## config.mk

```make
export PLATFORM = sky130hd
export DESIGN_NAME = burst_addr_gen
export DESIGN_NICKNAME = d
export VERILOG_FILES = /design/src/rtl/bag_pkg.sv /design/src/rtl/bag_check.sv /design/src/rtl/bag_next.sv /design/src/rtl/burst_addr_gen.sv
export SDC_FILE = /design/constraint.sdc
export NUM_CORES = 1
export LEC_CHECK = 0
export BUFFER_PORTS_ARGS = -buffer_cell sky130_fd_sc_hd__buf_2
export CORE_MARGIN = 10
export CORE_UTILIZATION = 45
export DETAILED_ROUTE_END_ITERATION = 10
export SETUP_SLACK_MARGIN = 0.3
export SLEW_MARGIN = 0
export SYNTH_ARGS = -nofsm -noshare
export SYNTH_HDL_FRONTEND = slang
export SYNTH_SLANG_ARGS = --single-unit
```

## constraint.sdc

```tcl
create_clock -name clk -period 5.8 [get_ports clk]
set_input_delay 0.58 -clock clk [delete_from_list [all_inputs] [get_ports clk]]
set_output_delay 0.58 -clock clk [all_outputs]
set_load 0.05 [all_outputs]
```

## src/rtl/bag_pkg.sv

```systemverilog
package bag_pkg;
   typedef enum logic [1:0] {
      BT_FIXED = 2'b00,
      BT_INCR  = 2'b01,
      BT_WRAP  = 2'b10,
      BT_RSVD  = 2'b11
   } burst_e;
endpackage

```

## src/rtl/bag_check.sv

```systemverilog
module bag_check
   import bag_pkg::*;
#(
   parameter int ADDR_W    = 32,
   parameter int LEN_W     = 8,
   parameter int SIZE_W    = 3,
   parameter int PAGE_BITS = 12
) (
   input  logic [ADDR_W-1:0] addr_i,
   input  logic [LEN_W-1:0]  len_i,
   input  logic [SIZE_W-1:0] size_i,
   input  burst_e            kind_i,
   output logic              bad_o
);
   localparam int XW = ADDR_W + 1;

   logic [XW-1:0] stride_x, base_x, end_x;
   logic          page_cross, wrap_len_ok;

   always_comb begin
      stride_x   = XW'(1) << size_i;
      base_x     = {1'b0, addr_i} & ~(stride_x - XW'(1));
      end_x      = base_x + ((XW'(len_i) + XW'(1)) << size_i) - XW'(1);
      page_cross = end_x[XW-1:PAGE_BITS] != {1'b0, addr_i[ADDR_W-1:PAGE_BITS]};
      wrap_len_ok = (len_i == LEN_W'(1)) || (len_i == LEN_W'(3)) ||
                    (len_i == LEN_W'(7)) || (len_i == LEN_W'(15));
      unique case (kind_i)
         BT_FIXED: bad_o = 1'b0;
         BT_INCR:  bad_o = page_cross;
         BT_WRAP:  bad_o = !wrap_len_ok;
         default:  bad_o = 1'b1;
      endcase
   end
endmodule

```

## src/rtl/bag_next.sv

```systemverilog
module bag_next
   import bag_pkg::*;
#(
   parameter int ADDR_W = 32,
   parameter int LEN_W  = 8,
   parameter int SIZE_W = 3
) (
   input  logic [ADDR_W-1:0] cur_i,
   input  logic [LEN_W-1:0]  len_i,
   input  logic [SIZE_W-1:0] size_i,
   input  burst_e            kind_i,
   output logic [ADDR_W-1:0] nxt_o
);
   logic [ADDR_W-1:0] stride, base, stepped, win_mask;

   always_comb begin
      stride   = ADDR_W'(1) << size_i;
      base     = cur_i & ~(stride - ADDR_W'(1));
      stepped  = base + stride;
      win_mask = ((ADDR_W'(len_i) + ADDR_W'(1)) << size_i) - ADDR_W'(1);
      unique case (kind_i)
         BT_INCR: nxt_o = stepped;
         BT_WRAP: nxt_o = (cur_i & ~win_mask) | (stepped & win_mask);
         default: nxt_o = cur_i;
      endcase
   end
endmodule

```

## src/rtl/burst_addr_gen.sv

```systemverilog
module burst_addr_gen
   import bag_pkg::*;
#(
   parameter int ADDR_W    = 32,
   parameter int LEN_W     = 8,
   parameter int SIZE_W    = 3,
   parameter int PAGE_BITS = 12
) (
   input  logic              clk,
   input  logic              rst_n,
   input  logic              start_i,
   input  logic [ADDR_W-1:0] start_addr_i,
   input  logic [LEN_W-1:0]  len_i,
   input  logic [SIZE_W-1:0] size_i,
   input  logic [1:0]        burst_i,
   input  logic              advance_i,
   output logic [ADDR_W-1:0] addr_o,
   output logic [LEN_W-1:0]  beat_o,
   output logic              last_o,
   output logic              busy_o,
   output logic              err_o
);
   localparam int MAX_SPAN_BITS = LEN_W + (1 << SIZE_W);

   generate
      if (ADDR_W <= PAGE_BITS) begin : g_bad_page
         $error("burst_addr_gen: ADDR_W must exceed PAGE_BITS");
      end
      if (ADDR_W < MAX_SPAN_BITS) begin : g_bad_span
         $error("burst_addr_gen: ADDR_W too narrow for largest burst span");
      end
   endgenerate

   logic              busy_q, err_q;
   logic [ADDR_W-1:0] addr_q, addr_nxt;
   logic [LEN_W-1:0]  beat_q, len_q;
   logic [SIZE_W-1:0] size_q;
   burst_e            kind_q;
   logic              req_bad, take, step, finish;

   bag_check #(
      .ADDR_W(ADDR_W), .LEN_W(LEN_W), .SIZE_W(SIZE_W), .PAGE_BITS(PAGE_BITS)
   ) i_check (
      .addr_i (start_addr_i),
      .len_i  (len_i),
      .size_i (size_i),
      .kind_i (burst_e'(burst_i)),
      .bad_o  (req_bad)
   );

   bag_next #(
      .ADDR_W(ADDR_W), .LEN_W(LEN_W), .SIZE_W(SIZE_W)
   ) i_next (
      .cur_i  (addr_q),
      .len_i  (len_q),
      .size_i (size_q),
      .kind_i (kind_q),
      .nxt_o  (addr_nxt)
   );

   assign take   = start_i && !busy_q;
   assign step   = advance_i && busy_q;
   assign finish = step && (beat_q == len_q);

   always_ff @(posedge clk) begin
      if (!rst_n) begin
         busy_q <= 1'b0;
         err_q  <= 1'b0;
         addr_q <= '0;
         beat_q <= '0;
         len_q  <= '0;
         size_q <= '0;
         kind_q <= BT_FIXED;
      end else if (take) begin
         err_q <= req_bad;
         if (!req_bad) begin
            busy_q <= 1'b1;
            addr_q <= start_addr_i;
            beat_q <= '0;
            len_q  <= len_i;
            size_q <= size_i;
            kind_q <= burst_e'(burst_i);
         end
      end else if (step) begin
         if (finish) begin
            busy_q <= 1'b0;
         end else begin
            beat_q <= beat_q + LEN_W'(1);
            addr_q <= addr_nxt;
         end
      end
   end

   assign addr_o = addr_q;
   assign beat_o = beat_q;
   assign busy_o = busy_q;
   assign err_o  = err_q;
   assign last_o = busy_q && (beat_q == len_q);

   logic [ADDR_W-1:0] beat_mask;
   assign beat_mask = (ADDR_W'(1) << size_q) - ADDR_W'(1);

   a_r2_beat_bound: assert property (@(posedge clk) disable iff (!rst_n)
      busy_o |-> beat_o <= len_q);
   a_r2_done_after_last: assert property (@(posedge clk) disable iff (!rst_n)
      (advance_i && last_o) |=> !busy_o);
   a_r4_aligned_beats: assert property (@(posedge clk) disable iff (!rst_n)
      (busy_o && beat_o != '0 && kind_q != BT_FIXED) |-> (addr_o & beat_mask) == '0);
   a_r6_fixed_hold: assert property (@(posedge clk) disable iff (!rst_n)
      (busy_o && kind_q == BT_FIXED && advance_i && !last_o) |=> $stable(addr_o));
   a_r7_err_idle: assert property (@(posedge clk) disable iff (!rst_n)
      err_o |-> !busy_o);
   a_r8_start_ignored: assert property (@(posedge clk) disable iff (!rst_n)
      (busy_o && start_i && !advance_i) |=> busy_o && $stable(addr_o) && $stable(beat_o) && $stable(err_o));
   a_r9_idle_hold: assert property (@(posedge clk) disable iff (!rst_n)
      (!busy_o && !start_i) |=> $stable(addr_o) && $stable(beat_o) && !busy_o);
endmodule

```

==> impl_results.md <==
* Outcome: finished clean
* Starting Density at between 40 and 50%
* Routed Antenna Nets at 0
* Synthesized instance count at roughly 1200
* Reg area at 0.00110 sq mm
* Flop2flop setup slack at about 1.3 ns
* Largest net degree at the start of global routing at 58
* CTS Sinks at 55
* Slew @ Worst Pin at between 1 and 1.5 ns
* Slew HR at roughly 28%
* Via Count at a little over 9000
* Drt total wl at approximately 29000 microns
* Placed cells at between 1000 and 1500
* Post-route DRC at 0
* Vias in the first global route at roughly 8400
* DP HPWL at 22200 microns
* Final setup vio count at 0
* Total track usage at between 20 and 25%
* Vias per cell at between 6 and 7
* #FFs+latches synth at 55
* CTS H-tree depth at 2
* Row cnt at slightly below 50
* Seq/Total Area, Yosys at about an eighth
* CTS Buffer Depth at 2
* Port-buffer cells at between 90 and 100
* Antenna Cells at 0
* First-pass iteration count of the detailed router at 5
* Slew Viols, Final at 0
* # fillers at about 1800
* Unrepaired setup endpoints after global routing: false
* Grt ovf at 0
* Core Box Area at 0.0181 sq mm
* WP data arrival at about 5.5 ns
* Max capacitance violation total at 0
* Reg clk slew, reported paths at around 0.080 ns
* CP startpoint kind: primary input
* Layout cells sized above 1 at between 10% and 20%
* Initial antenna violation count at 0
* Max Clock Skew at about 0.0058 ns
* Post-Layout Cell Count at roughly 1500
* PwrDens at ~160 mW/mm^2
* CTS tree: done
* # IOs at 92
* Placer's final routability congestion estimate at roughly 0.96
* Synthesized cell area at around 0.0084 sq mm
* Hold depth at 2
* Area Growth Syn to Fin at 11.6%
* Worst R2R Path Depth at 11
* Die H at 156 microns
* Post-DP Area at ~0.0089 sq mm
* Root buffer cell: clkbuf_16
* Most frequent cells in the layout: nand2_1, buf_2, nor2_1
* Required time worst endpoint at 5.99 ns
* Setup TNS at 0 ns
* Yosys cell types at 81
* EDFF count, synth at 0
* Pwr Total at approximately 1.5 mW
* Die X at between 150 and 200 microns
* CP Class: in2reg
* Hold Violations, Final at 0
* HP Class: reg2reg
* Reg-to-Reg Start: len_q[0]$_SDFFE_PN0P_
* Max VDD drop at roughly 0.00011 V
* First-iteration detailed-routing DRC count at 929
* Pleak at between 3 and 4 nW
* Commonest non-fill, non-tap cell in the layout: nand2_1
* Global-route wire length before repair at 45200 microns
* Max FO, Critical Path at 14
* WHS at ~0.48 ns
* Worst slack at placement at a little under 0.03 ns
* Routed len/inst at between 15 and 20 microns
* Final instance area at about 0.0093 sq mm
* Hold Path Origin: err_o$_SDFFE_PN0P_
* Tmin final at about 5.3 ns
* Die area at 0.0244 sq mm
* Final Core Density at approximately half
* Fin worst setup slack at about 0.48 ns
* Hold Path End: err_o$_SDFFE_PN0P_
* Final nets at ~1400
* Skew-Pair Late Insertion Delay at a little over 0.3 ns
* Area occupied by multi-input gates at roughly 0.0067 sq mm
* Synth warn at 0
* Worst Setup End Kind: register
* Post-synth top flop: dfxtp_1
* Post-synth net total at around 1300
* Crit share post-route at 91.7%
* CTS buffer count at 5
* Ys async rst share at 0%
* Fmax at approximately 190 MHz
* Synthesized area per cell at a little under 7 sq um
-- synthesized netlist by cell type (all sizes together), types with 5 or more instances --
library cell	count	area, sq um
a211o	7	61.3
a211oi	8	60.1
a21o	9	67.6
a21oi	72	364
a311oi	6	52.6
a31oi	9	62.6
and2	17	106
and3	17	106
and4	10	87.6
buf	25	159
clkbuf	71	267
dfxtp	55	1100
ha	56	701
inv	75	282
mux2	6	67.6
mux2i	50	500
nand2	170	638
nand2b	27	169
nand3	34	170
nand3b	5	37.5
nand4	31	194
nor2	86	323
nor2b	12	75.1
nor3	36	180
nor4	9	56.3
o211a	5	50.1
o211ai	26	195
o21a	11	82.6
o21ai	56	288
o21bai	7	52.6
o221ai	6	58.8
o22ai	24	150
o2bb2ai	8	70.1
o311ai	6	52.6
o31ai	10	88.8
or2	7	43.8
or3	6	37.5
or4	9	71.3
xnor2	36	315
xor2	33	289
-- metal layers --
metal,wire length [microns],GRT usage [%],share of wire (%)
met1,13800,31.7,48
met4,652,6.47,2.3
met2,12600,34.2,44
met3,1890,2.85,6.5
met5,0,0,0
-- kinds of logic after synthesis --
logic type	after synthesis	share of synthesized area, %
AO/OA/AOI/OAI	317	26.5
XOR/XNOR	69	7.24
adder cells (fa/ha/maj)	56	8.39
buffers and inverters	172	8.51
flip-flops	55	13.2
multiplexers	56	6.80
AND/OR/NAND/NOR	494	29.4
-- layout make-up --
cell class              instances  share of cell area (%)
inverters                      76                    3.06
repair buffers                130                    8.74
multi-input cells             992                    71.5
clock inverters                 2                   0.416
clock buffers                   6                    1.38
well taps                     229                    3.08
flip-flops and latches         55                    11.8
-- timing repair --
item | in CTS | in global routing
endpoints found under the setup margin | 0 | 54
hold buffers | 0 | 0
gates resized for setup | 0 | 26
setup buffers | 0 | 5
-- critical path, stage by stage --
cell       delay (ns)
buf_2            0.12
buf_4            0.16
ha_1             0.34
mux2_2           0.31
a21oi_2          0.16
nand2b_1         0.08
ha_1             0.27
inv_1            0.04
ha_1             0.27
and4bb_1         0.25
a31oi_4          0.13
a2111o_1         0.49
a31oi_2          0.21
o2111ai_2        0.15
or4_1            0.43
or4_4            0.53
o31ai_4          0.25
buf_4            0.16
buf_4            0.13
clkbuf_16        0.17
o22ai_1          0.12
mux2i_1          0.16
-- where the power goes --
group | internal, mW | total, mW | switching (mW)
registers | 0.388 | 0.411 | 0.0229
clock network | 0.206 | 0.364 | 0.158
logic | 0.279 | 0.736 | 0.456
total | 0.874 | 1.51 | 0.637
-- how the worst max path moves through the flow --
| stage | start | endpoint | slack (ns) | cells past startpoint |
|---|---|---|---|---|
| detailed placement | len_i[3] | register | 0.03 | 20 |
| floorplan | size_i[0] | size_q[2]$_SDFFE_PN0P_ | 0.53 | 21 |
| CTS | len_i[3] | register | 0.32 | 20 |
| finish | len_i[0] | register | 0.48 | 22 |
| global route | len_i[0] | size_q[2]$_SDFFE_PN0P_ | 0.27 | 24 |
| global placement | len_i[3] | register | -0.03 | 20 |
(Power assumes the default switching activity.)
